### config.mk
export PLATFORM = sky130hd
export DESIGN_NAME = trace_retire_classifier
export DESIGN_NICKNAME = d
export VERILOG_FILES = /design/src/rtl/trc_pkg.sv /design/src/rtl/trc_cause_decode.sv /design/src/rtl/trc_sat_counter.sv /design/src/rtl/trc_last_exc.sv /design/src/rtl/trace_retire_classifier.sv
export SDC_FILE = /design/constraint.sdc
export NUM_CORES = 1
export LEC_CHECK = 0
export BUFFER_PORTS_ARGS = -buffer_cell sky130_fd_sc_hd__buf_2
export CORE_ASPECT_RATIO = 0.8
export CORE_UTILIZATION = 50
export DETAILED_ROUTE_END_ITERATION = 8
export GPL_ROUTABILITY_DRIVEN = 0
export GPL_TIMING_DRIVEN = 0
export PLACE_DENSITY = 0.8
export SETUP_SLACK_MARGIN = 0.4
export SYNTH_ARGS = -nofsm -noshare
export SYNTH_HDL_FRONTEND = slang
export SYNTH_SLANG_ARGS = --single-unit
### constraint.sdc
create_clock -name clk_i -period 3.1 [get_ports clk_i]
set_clock_uncertainty 0.2 [all_clocks]
set_input_delay 0.31 -clock clk_i [delete_from_list [all_inputs] [get_ports clk_i]]
set_output_delay 0.31 -clock clk_i [all_outputs]
set_load 0.005 [all_outputs]
### src/rtl/trc_pkg.sv
package trc_pkg;
  localparam int NUM_CAT  = 7;
  localparam int NUM_PRIV = 3;
  localparam int CODE_W   = 6;

  typedef enum logic [2:0] {
    CAT_MISALIGN = 3'd0,
    CAT_ACCESS   = 3'd1,
    CAT_PAGE     = 3'd2,
    CAT_ECALL    = 3'd3,
    CAT_INTR     = 3'd4,
    CAT_DBG      = 3'd5,
    CAT_OTHER    = 3'd6
  } exc_cat_e;
endpackage

### src/rtl/trc_cause_decode.sv
module trc_cause_decode
  import trc_pkg::*;
(
  input  logic [CODE_W-1:0] code_i,
  output exc_cat_e          cat_o,
  output logic              rsvd_o
);
  always_comb begin
    rsvd_o = 1'b0;
    unique case (code_i)
      6'd0, 6'd4, 6'd6:    cat_o = CAT_MISALIGN;
      6'd1, 6'd5, 6'd7:    cat_o = CAT_ACCESS;
      6'd12, 6'd13, 6'd15: cat_o = CAT_PAGE;
      6'd8, 6'd9, 6'd11:   cat_o = CAT_ECALL;
      6'd32, 6'd43:        cat_o = CAT_INTR;
      6'd48:               cat_o = CAT_DBG;
      6'd2, 6'd3, 6'd24:   cat_o = CAT_OTHER;
      default: begin
        cat_o  = CAT_OTHER;
        rsvd_o = 1'b1;
      end
    endcase
  end
endmodule

### src/rtl/trc_sat_counter.sv
module trc_sat_counter #(
  parameter int W = 16
) (
  input  logic         clk_i,
  input  logic         rst_ni,
  input  logic         inc_i,
  output logic [W-1:0] cnt_o
);
  localparam logic [W-1:0] MAX = '1;

  always_ff @(posedge clk_i or negedge rst_ni) begin
    if (!rst_ni)                  cnt_o <= '0;
    else if (inc_i && cnt_o != MAX) cnt_o <= cnt_o + 1'b1;
  end

  AST_SAT_HOLD: assert property (@(posedge clk_i) disable iff (!rst_ni)
    cnt_o == MAX |=> cnt_o == MAX);
  AST_IDLE_HOLD: assert property (@(posedge clk_i) disable iff (!rst_ni)
    !inc_i |=> $stable(cnt_o));
endmodule

### src/rtl/trc_last_exc.sv
module trc_last_exc
  import trc_pkg::*;
#(
  parameter int PC_W = 32
) (
  input  logic              clk_i,
  input  logic              rst_ni,
  input  logic              cap_i,
  input  logic [PC_W-1:0]   pc_i,
  input  logic [CODE_W-1:0] code_i,
  output logic [PC_W-1:0]   pc_o,
  output logic [CODE_W-1:0] code_o
);
  always_ff @(posedge clk_i or negedge rst_ni) begin
    if (!rst_ni) begin
      pc_o   <= '0;
      code_o <= '0;
    end else if (cap_i) begin
      pc_o   <= pc_i;
      code_o <= code_i;
    end
  end

  AST_LAST_HOLD: assert property (@(posedge clk_i) disable iff (!rst_ni)
    !cap_i |=> $stable(pc_o) && $stable(code_o));
  AST_LAST_LOAD: assert property (@(posedge clk_i) disable iff (!rst_ni)
    cap_i |=> pc_o == $past(pc_i) && code_o == $past(code_i));
endmodule

### src/rtl/trace_retire_classifier.sv
module trace_retire_classifier
  import trc_pkg::*;
#(
  parameter int CNT_W = 16,
  parameter int PC_W  = 32
) (
  input  logic                      clk_i,
  input  logic                      rst_ni,
  input  logic                      retire_valid_i,
  input  logic                      exc_taken_i,
  input  logic [CODE_W-1:0]         exc_code_i,
  input  logic                      jump_taken_i,
  input  logic                      reg_write_i,
  input  logic [1:0]                priv_i,
  input  logic [PC_W-1:0]           pc_i,
  output logic [NUM_PRIV*CNT_W-1:0] priv_cnt_o,
  output logic [NUM_CAT*CNT_W-1:0]  cat_cnt_o,
  output logic [CNT_W-1:0]          jump_cnt_o,
  output logic [CNT_W-1:0]          wr_cnt_o,
  output logic [CNT_W-1:0]          anom_cnt_o,
  output logic [PC_W-1:0]           last_pc_o,
  output logic [CODE_W-1:0]         last_code_o
);
  exc_cat_e            cat;
  logic                rsvd;
  logic                exc_qual;
  logic                priv_bad;
  logic                anom_inc;
  logic [NUM_PRIV-1:0] priv_inc;
  logic [NUM_CAT-1:0]  cat_inc;

  trc_cause_decode i_decode (
    .code_i (exc_code_i),
    .cat_o  (cat),
    .rsvd_o (rsvd)
  );

  // exception fields qualified by both strobes
  assign exc_qual = retire_valid_i & exc_taken_i;
  assign priv_bad = (priv_i == 2'b10);
  assign anom_inc = retire_valid_i & (priv_bad | (exc_qual & rsvd));

  always_comb begin
    priv_inc = '0;
    if (retire_valid_i) begin
      unique case (priv_i)
        2'b00:   priv_inc[0] = 1'b1;
        2'b01:   priv_inc[1] = 1'b1;
        2'b11:   priv_inc[2] = 1'b1;
        default: priv_inc    = '0;
      endcase
    end
  end

  for (genvar p = 0; p < NUM_PRIV; p++) begin : g_priv
    trc_sat_counter #(.W(CNT_W)) i_cnt (
      .clk_i  (clk_i),
      .rst_ni (rst_ni),
      .inc_i  (priv_inc[p]),
      .cnt_o  (priv_cnt_o[p*CNT_W +: CNT_W])
    );
  end

  for (genvar c = 0; c < NUM_CAT; c++) begin : g_cat
    assign cat_inc[c] = exc_qual & ~rsvd & (int'(cat) == c);
    trc_sat_counter #(.W(CNT_W)) i_cnt (
      .clk_i  (clk_i),
      .rst_ni (rst_ni),
      .inc_i  (cat_inc[c]),
      .cnt_o  (cat_cnt_o[c*CNT_W +: CNT_W])
    );
  end

  trc_sat_counter #(.W(CNT_W)) i_jump_cnt (
    .clk_i  (clk_i),
    .rst_ni (rst_ni),
    .inc_i  (retire_valid_i & jump_taken_i),
    .cnt_o  (jump_cnt_o)
  );

  trc_sat_counter #(.W(CNT_W)) i_wr_cnt (
    .clk_i  (clk_i),
    .rst_ni (rst_ni),
    .inc_i  (retire_valid_i & reg_write_i),
    .cnt_o  (wr_cnt_o)
  );

  trc_sat_counter #(.W(CNT_W)) i_anom_cnt (
    .clk_i  (clk_i),
    .rst_ni (rst_ni),
    .inc_i  (anom_inc),
    .cnt_o  (anom_cnt_o)
  );

  trc_last_exc #(.PC_W(PC_W)) i_last (
    .clk_i  (clk_i),
    .rst_ni (rst_ni),
    .cap_i  (exc_qual),
    .pc_i   (pc_i),
    .code_i (exc_code_i),
    .pc_o   (last_pc_o),
    .code_o (last_code_o)
  );

  AST_PRIV_ONEHOT: assert property (@(posedge clk_i) disable iff (!rst_ni)
    $onehot0(priv_inc));
  AST_CAT_ONEHOT: assert property (@(posedge clk_i) disable iff (!rst_ni)
    $onehot0(cat_inc));
  AST_NO_EXC_NO_CAT: assert property (@(posedge clk_i) disable iff (!rst_ni)
    !exc_qual |=> $stable(cat_cnt_o) && $stable(last_code_o));
  AST_IDLE_STABLE: assert property (@(posedge clk_i) disable iff (!rst_ni)
    !retire_valid_i |=> $stable(priv_cnt_o) && $stable(anom_cnt_o)
                        && $stable(jump_cnt_o) && $stable(wr_cnt_o));
endmodule

### Yosys cells after proc, flatten, opt, wreduce, memory -nomap -nowiden

Index checks and enable logic that the tools add are counted.

* register bits: 246
* input bits: 46
* output and inout port bits: 246
* word-level logic and storage cells: 109

* $add $sub $neg: 13
* equal/unequal tests: 39
* muxes and demuxes: 6
* bitwise gates (word level): 14
* reductions and logical operators: 22

Operator list (number)
* adder 16 x 1 -> 16 bit (second input constant): 13
* != test 16 bit (second input constant): 13
* equality test 6 x 4 -> 1 bit (second input constant): 6
* equality test 6 x 3 -> 1 bit (second input constant): 4
* equality test 6 bit (second input constant): 3
* one-hot mux 3 bit (6 select lines): 1
* OR reduction 18 bit: 1
* bitwise AND 1 bit: 13
* logical AND 1 bit: 13
* equality test 3 bit (second input constant): 4
* equality test 6 x 2 -> 1 bit (second input constant): 2
* OR reduction 3 bit: 4
* equality test 3 x 2 -> 1 bit (second input constant): 2
* equality test 6 x 1 -> 1 bit (second input constant): 1
* equality test 6 x 5 -> 1 bit (second input constant): 1
* zero test 6 bit: 1
* equality test 2 bit (second input constant): 2
* 2-to-1 mux 1 bit: 4
* zero test 3 bit: 1
* 2-to-1 mux 3 bit: 1
* equality test 2 x 1 -> 1 bit (second input constant): 1
* zero test 2 bit: 1
* OR reduction 2 bit: 1
* OR 1 bit: 1

### Depth between registers and ports, before layout

* word-level depth: 7
* gate-level depth with buffers: 8
* depth with buffers taken out: 7

### Hierarchy

Synthesis repeated with hierarchy kept, for this count alone.

* cell total of the unflattened synthesis: 1068
* area total of the unflattened synthesis: 12967.4 um^2

By module, submodules not included
* trc_sat_counter: times used 13, cells each 72, area each 859.6 um^2, sequential area each 400.4 um^2
* trc_last_exc: times used 1, cells each 80, area each 1492.7 um^2, sequential area each 950.9 um^2
* trc_cause_decode: times used 1, cells each 30, area each 173.9 um^2, sequential area each 0.0 um^2
* trace_retire_classifier: times used 1, cells each 22, area each 126.4 um^2, sequential area each 0.0 um^2

### Worst setup path after synthesis

OpenSTA, ideal clock, no wires.

* path type: input-to-reg
* start point: input port exc_code_i[3]
* end point: register g_cat[4].i_cnt.cnt_o[13]
* library setup time: 0.125 ns
* arrival time: 1.960 ns
* required time: 2.775 ns
* slack: 0.815 ns
* stages on the path: 8
* buffers on the path: 2
* cells stage by stage: buf_2 > mux2i_1 > o2bb2ai_1 > o211a_1 > or3b_1 > buf_2 > or3_1 > xnor2_1

* word-level cells in the longest chain between the ends: 6
* elaborated cells between the ends (all ways): 29
* those cells by class: 18 x eq/ne; 1 x mux; 2 x bitwise; 8 x reduce/logical

RTL lines
* start: declaration: RTL line trace_retire_classifier.sv:11 `input logic [CODE_W-1:0] exc_code_i,`
* equality test 6 x 4 -> 1 bit (tied with other cells): RTL line trc_cause_decode.sv:10 `unique case (code_i)`
* OR reduction 3 bit or OR reduction 2 bit (tied branches): RTL line trc_cause_decode.sv:10
* one-hot mux 3 bit (6 select lines): RTL line trc_cause_decode.sv:10
* equality test 3 bit: RTL line trace_retire_classifier.sv:65 `assign cat_inc[c] = exc_qual & ~rsvd & (int'(cat) == c);`
* bitwise AND 1 bit (*): RTL line trace_retire_classifier.sv:65
* logical AND 1 bit (*): RTL line trc_sat_counter.sv:13 `else if (inc_i && cnt_o != MAX) cnt_o <= cnt_o + 1'b1;`
* end signal: assignment: RTL line trc_sat_counter.sv:13
* end: declaration: RTL line trc_sat_counter.sv:7 `output logic [W-1:0] cnt_o`

Mark *: on every way between the ends. The rest lies on a longest branch, timed or not.
A chain may end at the register's enable or synchronous reset.

### Final worst setup path

* start point: register g_priv[0].i_cnt.cnt_o[0]
* end point: register g_priv[0].i_cnt.cnt_o[13]

* word-level cells in the longest chain between the ends: 2
* elaborated cells between the ends (all ways): 3
* those cells by class: 1 x add/sub; 1 x eq/ne; 1 x reduce/logical

RTL lines (RTL line)
* start: declaration: trc_sat_counter.sv:7
* start signal: assignment: trc_sat_counter.sv:13
* branches (longest 2 deep; another with adder 16 x 1 -> 16 bit)

Parallel ways; which one is timed is not known.

==> results.txt <==
* Worst endpoint required time: 3.33 ns
- Number of levels the H-tree was split into: 1
- Maximum number of buffers from clock root to sink: 3
* Final number of max-transition violations: 0
* Final worst-path setup slack: 0.581 ns
- Summing all placed instances gives a cell area of 13100 um^2.
* Max_cap viols: 0
* Count of port buffers added during placement: 288
* Overall Power: 8.38 mW
* Net count of the mapped netlist: 1038
- Cell with the largest stage delay on the worst path: sky130_fd_sc_hd__a31oi_2
* Final Util: 66.0%
- In the synthesized netlist, the number of instances is 979.
- Area of all placed cells without fillers: 14400 um^2
- The total overflow left after global routing is 0.
- Setup violations remaining at the end of the flow were counted as 0.
- The synthesized design contains 246 register bits.
- OpenSTA, run right after detailed placement, puts the worst setup slack at 0.425 ns.
* Clock buffers created by TritonCTS: 25
* Sequential Area: 6160 um^2
- From bottom edge to top edge, the die measures 136 um.
- Setup repair after global routing left no endpoint under its margin.
- Post-route non-filler standard cell count: 1655
- Antenna Violating Nets Remaining: 0
- In the routed design, unresolved DRC markers number 0.
- Derived from the worst setup path, the maximum achievable clock frequency is 0.397 GHz.
- Number of antenna violations at the first check in global routing: 2
* Sink Count: 246
- The share of total power dissipated in the clock network is 38.6%.
* All-Layer GR Usage: 23.2%
- Syn-to-layout area delta: 28.4%
- The die covers 23000 um^2.
- At the end of the flow, the number of nets in the layout was 1395.
- Of all nets on the critical path, the largest fanout is 10.
* Fill cells: 1708
- Synth warn: 0
* Floorplan die width: 169 um
- Power spread over the standard cell area amounts to 582 nW/um^2.
- In the final layout, the share of cells above drive strength 1 is 30.2%.
* Final critical delay including setup and external delays: 2.52 ns
- Detailed placement ended at an HPWL of 18.9 mm.
* Smallest hold slack: 0.0141 ns
- The analysis attributes to cell leakage a power of 7.23 nW.
* Global-route wire length before repair: 43.2 mm
* Commonest non-fill, non-tap cell in the layout: sky130_fd_sc_hd__buf_2
- The first routing iteration left 416 violations.
- Net switching component of the power: 2.19 mW
- Power share of the sequential group: 47.4%
* Int Pwr: 6.19 mW
- Setup repair bufs after CTS: 0
* Via count of the first global-routing pass: 8579
- Maximum number of pins on one net before global-route repair: 120
- Type of the most critical hold path: primary input to flip-flop
- Highest ir drop seen on vdd: 0.507 mV
* Routed wire length: 26.8 mm
- Including well taps, the total number of placed cells is 1569.
- The core region is 21800 um^2.
- Cell chain of the critical path: ha_1, nand4_1, nor4_4, a31oi_2, nand4_1, nor3_1, xor2_1
- In the final timing run, aggregate negative setup slack is 0 ns.
* Clock latency of the later-clocked register in the worst-skew pair: 0.51 ns
- Max incr delay on CP: 0.47 ns
* Via count normalized by instance count: 5.29
* Synthesized area divided by synthesized cell count: 11.4 um^2
* Synth Cell Area: 11200 um^2
- Once the floorplan was initialized, standard cells occupied 51.4% of the core.
* Slew at the pin closest to its max-slew limit: 0.766 ns
- TritonCTS built the clock tree.
- Fraction of the cycle the final worst path needs: 81.2%
* Area occupied by multi-input gates: 4900 um^2
* Root buffer selected by CTS: sky130_fd_sc_hd__clkbuf_16
- In the synthesized netlist the async set-or-reset flop fraction comes to 100%.
* Clock-pin slew reported for the worst setup and hold paths after clock tree synthesis: 0.06 ns
- The routed layout has 8760 vias.
* Leading register cell type out of synthesis: sky130_fd_sc_hd__dfrtp_1
- Total number of placement rows: 48
- In this run the count of I/O pins placed on the die edge is 292.
- Data arrives at the worst endpoint at 2.75 ns.
- EDFF count, synth: 0
* Share of total power consumed by net switching: 26.2%
- Final-report hold violation count: 0
* Combinational Power Share: 13.9%
- Summing the sequential cell areas from Yosys gives 54.9% of the chip area.
* Path type of the worst setup path: flip-flop to flip-flop
* Cell family with the largest share of critical-path delay: simple AND/OR/NAND/NOR gates
* Number of iterations in the first detailed-routing pass: 4
- Avg WL per Cell: 16.2 um
- Kind of start point of the critical path: flip-flop
* Most frequent cell on the critical path: sky130_fd_sc_hd__nand4_1
- Sum of buffers and inverters on the critical path: 0
- Headroom to the max-slew limit came out at 48.5%.
* Endpoint kind of the worst setup timing path: flip-flop
* Status: completed
* Unique cell type count in the Yosys netlist: 65
- The top cell types in the final layout, fill and taps aside, are 292 x sky130_fd_sc_hd__buf_2, 246 x sky130_fd_sc_hd__dfrtp_1, 122 x sky130_fd_sc_hd__xnor2_1, 85 x sky130_fd_sc_hd__nand2_1, 76 x sky130_fd_sc_hd__nand3_1.
-- layout make-up --
type                            instances  area share, %
Sequential cell                       246           42.8
Buffer                                 16          0.643
Multi-Input combinational cell        700           34.1
Timing Repair Buffer                  330           13.3
Inverter                               17          0.443
Antenna cell                            2         0.0348
Clock inverter                         11           1.25
Clock buffer                           33           4.90
Tap cell                              300           2.61
-- power groups by stage --
stage	clock, mW	combinational, mW	sequential, mW
2_1_floorplan	0	0.510	3.99
3_3_place_gp	0	1.09	3.99
3_5_place_dp	0	1.13	4.02
4_1_cts	3.31	1.18	3.97
5_1_grt	3.44	1.30	4.03
6_report	3.24	1.17	3.97
-- worst register-to-register path, cell delays in order, from the launching register on --
cell and delay, ns:
sky130_fd_sc_hd__dfrtp_1 0.42, sky130_fd_sc_hd__ha_1 0.25, sky130_fd_sc_hd__nand4_1 0.19, sky130_fd_sc_hd__nor4_4 0.10, sky130_fd_sc_hd__a31oi_2 0.47, sky130_fd_sc_hd__nand4_1 0.32
sky130_fd_sc_hd__nor3_1 0.29, sky130_fd_sc_hd__xor2_1 0.19
-- metal layers --
layer  vias to the layer above  global-route usage (%)  share of wire (%)
li1                       4164                       -                  -
met1                      4270                    31.2                 44
met2                       272                    37.4                 47
met3                        54                    5.41                6.7
met4                         0                    6.66                2.6
met5                         -                       0                  0
-- synthesized netlist by cell type, types with 3 or more instances --
library cell	count	area, um^2
sky130_fd_sc_hd__a21oi_1	10	50.1
sky130_fd_sc_hd__a31oi_1	4	25.0
sky130_fd_sc_hd__and2_1	10	62.6
sky130_fd_sc_hd__and3_1	41	257
sky130_fd_sc_hd__and4_1	13	114
sky130_fd_sc_hd__buf_1	3	11.3
sky130_fd_sc_hd__buf_2	5	25.0
sky130_fd_sc_hd__buf_6	3	33.8
sky130_fd_sc_hd__clkbuf_1	4	15.0
sky130_fd_sc_hd__dfrtp_1	246	6160
sky130_fd_sc_hd__ha_1	13	163
sky130_fd_sc_hd__inv_1	17	63.8
sky130_fd_sc_hd__mux2_2	50	563
sky130_fd_sc_hd__nand2_1	85	319
sky130_fd_sc_hd__nand2b_1	4	25.0
sky130_fd_sc_hd__nand3_1	76	380
sky130_fd_sc_hd__nand3b_1	3	22.5
sky130_fd_sc_hd__nand4_1	58	363
sky130_fd_sc_hd__nor2_1	64	240
sky130_fd_sc_hd__nor3_1	23	115
sky130_fd_sc_hd__nor4_1	8	50.1
sky130_fd_sc_hd__nor4_2	3	37.5
sky130_fd_sc_hd__o21a_1	3	22.5
sky130_fd_sc_hd__or3_1	4	25.0
sky130_fd_sc_hd__xnor2_1	122	1070
sky130_fd_sc_hd__xor2_1	62	543
-- state kept, by name, summed over array words and instances, names as in the netlist --
register,cells
i_last.code_o,6
g_priv.i_cnt.cnt_o,48
i_last.pc_o,32
i_wr_cnt.cnt_o,16
i_jump_cnt.cnt_o,16
i_anom_cnt.cnt_o,16
g_cat.i_cnt.cnt_o,112
-- worst paths after layout --
kind                                           from                   endpoint  slack, ns  cells past startpoint
min                                       priv_i[0]  g_priv[0].i_cnt.cnt_o[12]       0.01                      4
max in group asynchronous                    rst_ni  g_priv[2].i_cnt.cnt_o[10]       1.46                      3
min in group asynchronous                    rst_ni    g_cat[0].i_cnt.cnt_o[4]       0.22                      3
max                        g_priv[0].i_cnt.cnt_o[0]  g_priv[0].i_cnt.cnt_o[13]       0.58                      7
max reg2reg                g_priv[0].i_cnt.cnt_o[0]  g_priv[0].i_cnt.cnt_o[13]       0.58                      7
min reg2reg                        i_last.code_o[1]           i_last.code_o[1]       0.27                      1
-- what timing repair did --
action                                  in CTS  in global routing
endpoints found under the hold margin      283                  0
hold buffers                                40                  0
endpoints found under the setup margin       0                  3
gates resized for setup                      0                  1
-- cells by family after synthesis --
kind of cell,after synthesis,synth area share [%]
AOI/OAI and AO/OA,41,3.24
xor gates and xnor gates,184,14.4
adders and majority gates,13,1.45
buffers and inverters,33,1.40
DFF,246,54.9
muxes,51,5.11
and+or+nand+nor,411,19.5
(Power assumes the default switching activity.)
